**config.mk**
```make
export PLATFORM = sky130hd
export DESIGN_NAME = clkcalc_top
export DESIGN_NICKNAME = d
export VERILOG_FILES = /design/src/rtl/clkcalc_pkg.sv /design/src/rtl/clkcalc_divider.sv /design/src/rtl/clkcalc_src.sv /design/src/rtl/clkcalc_seq.sv /design/src/rtl/clkcalc_top.sv
export SDC_FILE = /design/constraint.sdc
export NUM_CORES = 1
export LEC_CHECK = 0
export BUFFER_PORTS_ARGS = -buffer_cell sky130_fd_sc_hd__buf_2
export CORE_MARGIN = 5
export CORE_UTILIZATION = 45
export CTS_CLUSTER_SIZE = 8
export DETAILED_ROUTE_END_ITERATION = 16
export GPL_TIMING_DRIVEN = 0
export PLACE_DENSITY = 0.64
export SLEW_MARGIN = 30
export SYNTH_ARGS = -nofsm -noshare
export SYNTH_HDL_FRONTEND = slang
export SYNTH_SLANG_ARGS = --single-unit
```
**constraint.sdc**
```tcl
create_clock -name clk -period 4.7 [get_ports clk]
set_input_delay 0 -clock clk [delete_from_list [all_inputs] [get_ports clk]]
set_output_delay 0 -clock clk [all_outputs]
set_load 0.02 [all_outputs]
```
**src/rtl/clkcalc_pkg.sv**
```systemverilog
package clkcalc_pkg;

  localparam logic [31:0] REF_HZ      = 32'd24000000;
  localparam logic [31:0] REF_DIV8_HZ = 32'd3000000;
  localparam logic [31:0] PLL_MUL_LO  = 32'd20;
  localparam logic [31:0] PLL_MUL_HI  = 32'd22;
  localparam logic [31:0] TAP_MUL     = 32'd18;

  localparam logic [2:0] CID_NONE      = 3'd0;
  localparam logic [2:0] CID_IPG       = 3'd1;
  localparam logic [2:0] CID_PER       = 3'd2;
  localparam logic [2:0] CID_XTAL      = 3'd3;
  localparam logic [2:0] CID_XTAL_DIV8 = 3'd4;

  localparam logic [1:0] SRC_PLL       = 2'd0;
  localparam logic [1:0] SRC_TAP2      = 2'd1;
  localparam logic [1:0] SRC_TAP0      = 2'd2;
  localparam logic [1:0] SRC_TAP2_HALF = 2'd3;

  typedef enum logic [2:0] {
    ST_IDLE,
    ST_DISPATCH,
    ST_LAUNCH,
    ST_WAIT,
    ST_OUT
  } seq_state_e;

  typedef enum logic [1:0] {
    STEP_TAP,
    STEP_BUS,
    STEP_IPG,
    STEP_PER
  } walk_step_e;

endpackage

```
**src/rtl/clkcalc_divider.sv**
```systemverilog
// Restoring unsigned divider, one quotient bit per cycle.
module clkcalc_divider #(
  parameter int W = 64
) (
  input  logic         clk,
  input  logic         rst_n,
  input  logic         start,
  input  logic [W-1:0] dividend,
  input  logic [W-1:0] divisor,
  output logic         done,
  output logic [W-1:0] quotient
);
  localparam int CNT_W = $clog2(W + 1);

  logic [W-1:0]     rem_q;
  logic [W-1:0]     quo_q;
  logic [W-1:0]     den_q;
  logic [CNT_W-1:0] cnt_q;
  logic             busy_q;

  logic [W:0] shifted;
  logic [W:0] diff;
  logic       fits;

  always_comb begin
    shifted = {rem_q, quo_q[W-1]};
    diff    = shifted - {1'b0, den_q};
    fits    = (shifted >= {1'b0, den_q});
  end

  always_ff @(posedge clk or negedge rst_n) begin
    if (!rst_n) begin
      rem_q  <= '0;
      quo_q  <= '0;
      den_q  <= '0;
      cnt_q  <= '0;
      busy_q <= 1'b0;
      done   <= 1'b0;
    end else if (start) begin
      rem_q  <= '0;
      quo_q  <= dividend;
      den_q  <= divisor;
      cnt_q  <= CNT_W'(W);
      busy_q <= 1'b1;
      done   <= 1'b0;
    end else if (busy_q) begin
      rem_q <= fits ? diff[W-1:0] : shifted[W-1:0];
      quo_q <= {quo_q[W-2:0], fits};
      cnt_q <= cnt_q - 1'b1;
      if (cnt_q == CNT_W'(1)) begin
        busy_q <= 1'b0;
        done   <= 1'b1;
      end
    end else begin
      done <= 1'b0;
    end
  end

  assign quotient = quo_q;

endmodule

```
**src/rtl/clkcalc_src.sv**
```systemverilog
// PLL rate and fractional-tap selection for the peripheral root.
module clkcalc_src
  import clkcalc_pkg::*;
#(
  parameter int FRAC_W = 6,
  parameter int WIDE_W = 64
) (
  input  logic              pll_mul22,
  input  logic [1:0]        src_sel,
  input  logic [FRAC_W-1:0] frac0,
  input  logic [FRAC_W-1:0] frac2,
  output logic [WIDE_W-1:0] pll_hz,
  output logic [WIDE_W-1:0] tap_num,
  output logic              tap_used,
  output logic              tap_halve,
  output logic [FRAC_W-1:0] tap_frac
);
  localparam logic [31:0] PLL_LO_HZ = REF_HZ * PLL_MUL_LO;
  localparam logic [31:0] PLL_HI_HZ = REF_HZ * PLL_MUL_HI;

  always_comb begin
    pll_hz  = pll_mul22 ? WIDE_W'(PLL_HI_HZ) : WIDE_W'(PLL_LO_HZ);
    tap_num = pll_hz * WIDE_W'(TAP_MUL);
    case (src_sel)
      SRC_TAP2: begin
        tap_used  = 1'b1;
        tap_halve = 1'b0;
        tap_frac  = frac2;
      end
      SRC_TAP0: begin
        tap_used  = 1'b1;
        tap_halve = 1'b0;
        tap_frac  = frac0;
      end
      SRC_TAP2_HALF: begin
        tap_used  = 1'b1;
        tap_halve = 1'b1;
        tap_frac  = frac2;
      end
      default: begin
        tap_used  = 1'b0;
        tap_halve = 1'b0;
        tap_frac  = '0;
      end
    endcase
  end

endmodule

```
**src/rtl/clkcalc_seq.sv**
```systemverilog
// Request capture and tree walk over the shared divider.
module clkcalc_seq
  import clkcalc_pkg::*;
#(
  parameter int FRAC_W = 6,
  parameter int DIV_W  = 3,
  parameter int WIDE_W = 64
) (
  input  logic              clk,
  input  logic              rst_n,
  input  logic              req_valid,
  output logic              req_ready,
  input  logic [2:0]        req_clk_id,
  input  logic              cfg_pll_mul22,
  input  logic [FRAC_W-1:0] cfg_frac0,
  input  logic [FRAC_W-1:0] cfg_frac2,
  input  logic [1:0]        cfg_src_sel,
  input  logic [DIV_W-1:0]  cfg_bus_div,
  input  logic [DIV_W-1:0]  cfg_ipg_div,
  input  logic [DIV_W-1:0]  cfg_per_div,
  output logic              snap_mul22,
  output logic [1:0]        snap_src_sel,
  output logic [FRAC_W-1:0] snap_frac0,
  output logic [FRAC_W-1:0] snap_frac2,
  input  logic [WIDE_W-1:0] pll_hz,
  input  logic [WIDE_W-1:0] tap_num,
  input  logic              tap_used,
  input  logic              tap_halve,
  input  logic [FRAC_W-1:0] tap_frac,
  output logic              div_start,
  output logic [WIDE_W-1:0] div_dividend,
  output logic [WIDE_W-1:0] div_divisor,
  input  logic              div_done,
  input  logic [WIDE_W-1:0] div_quot,
  output logic              rsp_valid,
  output logic [31:0]       rsp_freq,
  output logic              rsp_err
);
  seq_state_e        state;
  walk_step_e        step;
  logic [2:0]        id_q;
  logic [DIV_W-1:0]  bus_q;
  logic [DIV_W-1:0]  ipg_q;
  logic [DIV_W-1:0]  per_q;
  logic [WIDE_W-1:0] acc_q;

  assign req_ready    = (state == ST_IDLE);
  assign rsp_valid    = (state == ST_OUT);
  assign div_start    = (state == ST_LAUNCH);
  assign div_dividend = acc_q;

  always_comb begin
    case (step)
      STEP_TAP: div_divisor = WIDE_W'(tap_frac);
      STEP_BUS: div_divisor = WIDE_W'(bus_q) + WIDE_W'(1);
      STEP_IPG: div_divisor = WIDE_W'(ipg_q) + WIDE_W'(1);
      default:  div_divisor = WIDE_W'(per_q) + WIDE_W'(1);
    endcase
  end

  always_ff @(posedge clk or negedge rst_n) begin
    if (!rst_n) begin
      state        <= ST_IDLE;
      step         <= STEP_TAP;
      id_q         <= '0;
      bus_q        <= '0;
      ipg_q        <= '0;
      per_q        <= '0;
      snap_mul22   <= 1'b0;
      snap_src_sel <= '0;
      snap_frac0   <= '0;
      snap_frac2   <= '0;
      acc_q        <= '0;
      rsp_freq     <= '0;
      rsp_err      <= 1'b0;
    end else begin
      case (state)
        ST_IDLE: begin
          if (req_valid) begin
            id_q         <= req_clk_id;
            snap_mul22   <= cfg_pll_mul22;
            snap_src_sel <= cfg_src_sel;
            snap_frac0   <= cfg_frac0;
            snap_frac2   <= cfg_frac2;
            bus_q        <= cfg_bus_div;
            ipg_q        <= cfg_ipg_div;
            per_q        <= cfg_per_div;
            state        <= ST_DISPATCH;
          end
        end
        ST_DISPATCH: begin
          rsp_err <= 1'b0;
          case (id_q)
            CID_NONE: begin
              rsp_freq <= '0;
              state    <= ST_OUT;
            end
            CID_XTAL: begin
              rsp_freq <= REF_HZ;
              state    <= ST_OUT;
            end
            CID_XTAL_DIV8: begin
              rsp_freq <= REF_DIV8_HZ;
              state    <= ST_OUT;
            end
            CID_IPG, CID_PER: begin
              if (!tap_used) begin
                acc_q <= pll_hz;
                step  <= STEP_BUS;
                state <= ST_LAUNCH;
              end else if (tap_frac == '0) begin
                rsp_freq <= '0;
                rsp_err  <= 1'b1;
                state    <= ST_OUT;
              end else begin
                acc_q <= tap_num;
                step  <= STEP_TAP;
                state <= ST_LAUNCH;
              end
            end
            default: begin
              rsp_freq <= '0;
              rsp_err  <= 1'b1;
              state    <= ST_OUT;
            end
          endcase
        end
        ST_LAUNCH: state <= ST_WAIT;
        ST_WAIT: begin
          if (div_done) begin
            case (step)
              STEP_TAP: begin
                acc_q <= tap_halve ? (div_quot >> 1) : div_quot;
                step  <= STEP_BUS;
                state <= ST_LAUNCH;
              end
              STEP_BUS: begin
                acc_q <= div_quot;
                step  <= STEP_IPG;
                state <= ST_LAUNCH;
              end
              STEP_IPG: begin
                if (id_q == CID_PER) begin
                  acc_q <= div_quot;
                  step  <= STEP_PER;
                  state <= ST_LAUNCH;
                end else begin
                  rsp_freq <= div_quot[31:0];
                  state    <= ST_OUT;
                end
              end
              default: begin
                rsp_freq <= div_quot[31:0];
                state    <= ST_OUT;
              end
            endcase
          end
        end
        default: state <= ST_IDLE;
      endcase
    end
  end

endmodule

```
**src/rtl/clkcalc_top.sv**
```systemverilog
module clkcalc_top #(
  parameter int FRAC_W = 6,
  parameter int DIV_W  = 3,
  parameter int WIDE_W = 64
) (
  input  logic              clk,
  input  logic              rst_n,
  input  logic              req_valid,
  output logic              req_ready,
  input  logic [2:0]        req_clk_id,
  input  logic              cfg_pll_mul22,
  input  logic [FRAC_W-1:0] cfg_frac0,
  input  logic [FRAC_W-1:0] cfg_frac2,
  input  logic [1:0]        cfg_src_sel,
  input  logic [DIV_W-1:0]  cfg_bus_div,
  input  logic [DIV_W-1:0]  cfg_ipg_div,
  input  logic [DIV_W-1:0]  cfg_per_div,
  output logic              rsp_valid,
  output logic [31:0]       rsp_freq,
  output logic              rsp_err
);
  logic              snap_mul22;
  logic [1:0]        snap_src_sel;
  logic [FRAC_W-1:0] snap_frac0;
  logic [FRAC_W-1:0] snap_frac2;
  logic [WIDE_W-1:0] pll_hz;
  logic [WIDE_W-1:0] tap_num;
  logic              tap_used;
  logic              tap_halve;
  logic [FRAC_W-1:0] tap_frac;
  logic              div_start;
  logic [WIDE_W-1:0] div_dividend;
  logic [WIDE_W-1:0] div_divisor;
  logic              div_done;
  logic [WIDE_W-1:0] div_quot;

  clkcalc_src #(.FRAC_W(FRAC_W), .WIDE_W(WIDE_W)) u_src (
    .pll_mul22 (snap_mul22),
    .src_sel   (snap_src_sel),
    .frac0     (snap_frac0),
    .frac2     (snap_frac2),
    .pll_hz    (pll_hz),
    .tap_num   (tap_num),
    .tap_used  (tap_used),
    .tap_halve (tap_halve),
    .tap_frac  (tap_frac)
  );

  clkcalc_seq #(.FRAC_W(FRAC_W), .DIV_W(DIV_W), .WIDE_W(WIDE_W)) u_seq (
    .clk           (clk),
    .rst_n         (rst_n),
    .req_valid     (req_valid),
    .req_ready     (req_ready),
    .req_clk_id    (req_clk_id),
    .cfg_pll_mul22 (cfg_pll_mul22),
    .cfg_frac0     (cfg_frac0),
    .cfg_frac2     (cfg_frac2),
    .cfg_src_sel   (cfg_src_sel),
    .cfg_bus_div   (cfg_bus_div),
    .cfg_ipg_div   (cfg_ipg_div),
    .cfg_per_div   (cfg_per_div),
    .snap_mul22    (snap_mul22),
    .snap_src_sel  (snap_src_sel),
    .snap_frac0    (snap_frac0),
    .snap_frac2    (snap_frac2),
    .pll_hz        (pll_hz),
    .tap_num       (tap_num),
    .tap_used      (tap_used),
    .tap_halve     (tap_halve),
    .tap_frac      (tap_frac),
    .div_start     (div_start),
    .div_dividend  (div_dividend),
    .div_divisor   (div_divisor),
    .div_done      (div_done),
    .div_quot      (div_quot),
    .rsp_valid     (rsp_valid),
    .rsp_freq      (rsp_freq),
    .rsp_err       (rsp_err)
  );

  clkcalc_divider #(.W(WIDE_W)) u_div (
    .clk      (clk),
    .rst_n    (rst_n),
    .start    (div_start),
    .dividend (div_dividend),
    .divisor  (div_divisor),
    .done     (div_done),
    .quotient (div_quot)
  );

endmodule

```
==> flow_summary_export.csv <==
group,metric,value,unit
clock_tree,clock-sinks,272,
logic_synthesis,synthArstFlopShare,100,%
hold_path,min_path_type,"in2async",
logic_synthesis,synth_compound_area_share,17.8,%
sta,setup_viol_count_final,0,
critical_path,critical_path.max_fanout,10,
global_route,antenna_found_initial,0,
logic_synthesis,synthAdderAreaFrac,2.00,%
sta,fmax,271,MHz
route,vias,12100,
logic_synthesis,synth-seq-area-share,48.2,%
route,met2_length,17400,µm
clock_tree,root_buffer,"clkbuf_16",
critical_path,crit_required,5.07,ns
clock_tree,cts.path.max_buffers,3,
critical_path,end_kind,"flip-flop",
layout,drive_gt1_share,9.93,%
logic_synthesis,yosys.cell_count.top_type,"dfrtp_1",
clock_tree,htree_levels,2,
global_route,grt_max_degree,86,
place,post-place-ws,1.17,ns
logic_synthesis,synth-main-ff-cell,"dfrtp_1",
route,dr_wl_met3,2250,µm
logic_synthesis,synth_area_leaders,"dfrtp_1, mux2i_1, o21ai_0",
power,powerDensity,722,nW/µm²
flow_run,max_cap_viol_count,0,
logic_synthesis,synth_area_leader_cell,"dfrtp_1",
logic_synthesis,synth_top_area_share,48.2,%
floorplanning,start_util,45.9,%
critical_path,crit_arrival,4.07,ns
logic_synthesis,synth-simple-area-share,15.5,%
logic_synthesis,synth_top_family_by_area,"compound AO/OA/AOI/OAI gates",
place,place_area,15000,µm²
layout,final_cells,2048,
sta,fin_ws,1.01,ns
floorplanning,core,30700,µm²
critical_path,cp-start-kind,"flip-flop",
global_route,track_usage,22.0,%
run_status,status,"complete, no violations",
power,power.leakage,7.48,nW
route,vias_per_cell,5.91,
logic_synthesis,synth_seq_cells,272,
route,antenna_left,0,
logic_synthesis,synth_common_cells,"dfrtp_1, nand2_1, o21ai_0",
logic_synthesis,synthesis.area,14100,µm²
clock_tree,clk_latency,0.53,ns
place,place_congestion,0.883,
logic_synthesis,synth.mux.area_fraction,9.44,%
power,power,11.8,mW
route,drc,0,
route,firstDrtPassIters,5,
clock_tree,cts_tree,"yes",
logic_synthesis,syn-num-nets,1561,
layout,fin_nets,1700,
floorplanning,die_x,187,µm
clock_tree,cts_setup_buffers,0,
sta,fin_crit_sh,78.5,%
logic_synthesis,synth_edf_count,0,
floorplanning,dieArea,35000,µm²
sta,rsz0062_at_grt,"false",
sta,timing.slew.headroom,38.5,%
global_route,grt_pass1_vias,12100,
sta,slew_viol_final,0,
logic_synthesis,synth-xor-area-share,3.29,%
clock_tree,numCtsBuffers,40,
logic_synthesis,synth_cells,1509,
sta,worst_pin_slew,0.914,ns
floorplanning,num_rows,64,
route,routed.top_layer,"met4",
power,ir_worst_vdd,0.000369,V
layout,final_core_util,53.3,%
logic_synthesis,avgSynthCellArea,9.36,µm²
global_route,grt_first_pass_wirelength,64900,µm
layout,n_fill_cell,2848,
route,first_iter_violations,986,
floorplanning,dieHeight,187,µm
route,wl_met1,17900,µm
sta,skew,0.0166,ns
place,dp_hpwl,26400,µm
floorplanning,pin_count,65,
layout,antenna_cells,0,
clock_tree,clk_pin_slew,0.05,ns
route,drt_wl_total,38600,µm
sta,final_hold_viol_count,0,
global_route,overflow,0,
place,dp_cells,1972,
logic_synthesis,yosysUniqueCellTypes,58,
critical_path,worst-setup-path-type,"reg2reg",
layout,syn_to_final_growth,16.2,%
place,port_buffers,64,
route,wl_per_cell,18.8,µm
sta,fin_crit,3.69,ns
logic_synthesis,yosysWarnings,0,
layout,final_area,16400,µm²
[worst paths after layout]
check | start | end | slack [ns] | cells past startpoint
setup reg to reg | u_div.rem_q[6] | u_div.rem_q[14] | 1.01 | 10
max in group asynchronous | rst_n | u_seq.step[1] | 3.79 | 4
setup / recovery | u_div.rem_q[6] | u_div.rem_q[14] | 1.01 | 10
hold reg to reg | u_seq.div_dividend[52] | u_seq.div_dividend[52] | 0.47 | 2
hold / removal | rst_n | u_div.rem_q[40] | 0.03 | 3
min in group clk | req_clk_id[2] | u_seq.id_q[2] | 0.22 | 4
[cells in the final DEF, fill, tap and decap left out, types with 36 or more instances in the layout]
cell / count
a21oi_1: 108
buf_2: 70
clkbuf_1: 104
clkbuf_16: 40
dfrtp_1: 272
mux2i_1: 105
nand2_1: 254
nor2_1: 36
o21ai_0: 197
o31ai_1: 46
xnor2_1: 50
[sequential cells by signal, summed over array words and instances, names as in the netlist]
register,flops
u_div.quotient,64
u_div.rem_q,64
u_seq.div_dividend,64
u_seq.rsp_freq,32
u_div.cnt_q,7
u_div.den_q,6
u_seq.snap_frac0,6
u_seq.snap_frac2,6
u_seq.bus_q,3
u_seq.id_q,3
u_seq.ipg_q,3
u_seq.per_q,3
u_seq.state,3
u_seq.snap_src_sel,2
u_seq.step,2
u_div.busy_q,1
u_div.done,1
u_seq.rsp_err,1
u_seq.snap_mul22,1
[worst max-delay path, cell delays in order (launching register included)]
cell and delay [ns]:
dfrtp_1 0.35, clkbuf_1 0.22, or3_1 0.49, nor3b_2 0.38, nand3_1 0.23, nor2_1 0.37
clkbuf_1 0.57, buf_1 0.48, a21oi_1 0.18, xnor2_1 0.17, a21oi_1 0.08
[report_power, final]
| part | internal (mW) | total [mW] | switching [mW] |
|---|---|---|---|
| clock | 1.51 | 2.52 | 1.00 |
| combinational | 1.94 | 5.38 | 3.44 |
| sequential | 3.20 | 3.95 | 0.753 |
| total | 6.65 | 11.8 | 5.20 |
[logic make-up after synthesis]
logic type / Yosys count
xor gates and xnor gates: 53
and+or+nand+nor: 462
adders and majority gates: 22
AOI/OAI and AO/OA: 434
DFF: 272
buffers and inverters: 136
muxes: 130
[per-stage QoR]
stage,hold slack [ns],setup TNS [ns]
2_1_floorplan,-0.296,0
3_3_place_gp,0.209,-404.20
3_5_place_dp,-0.109,0
4_1_cts,0.0380,0
5_1_grt,0.0624,0
6_report,0.0307,0
[final cells by class]
cell class,count,area (µm²),area share (%)
Sequential cell,272,6810,41.5
Multi-Input combinational cell,1101,6790,41.4
Clock buffer,42,1010,6.15
Timing Repair Buffer,97,723,4.41
Tap cell,396,495,3.02
Buffer,117,452,2.75
Inverter,19,71.3,0.435
Clock inverter,4,53.8,0.328
[what timing repair did]
action | 4_1_cts | 5_1_grt
hold buffers | 30 | 0
gates resized for setup | 0 | 0
hold endpoints to repair | 138 | 0
[layer usage]
layer	track usage (%)	vias to the layer above
li1	-	5644
met1	32.0	6001
met2	34.6	395
met3	2.95	68
met4	6.43	0
met5	0	-
Note: power is estimated with default switching activity, not from simulation.
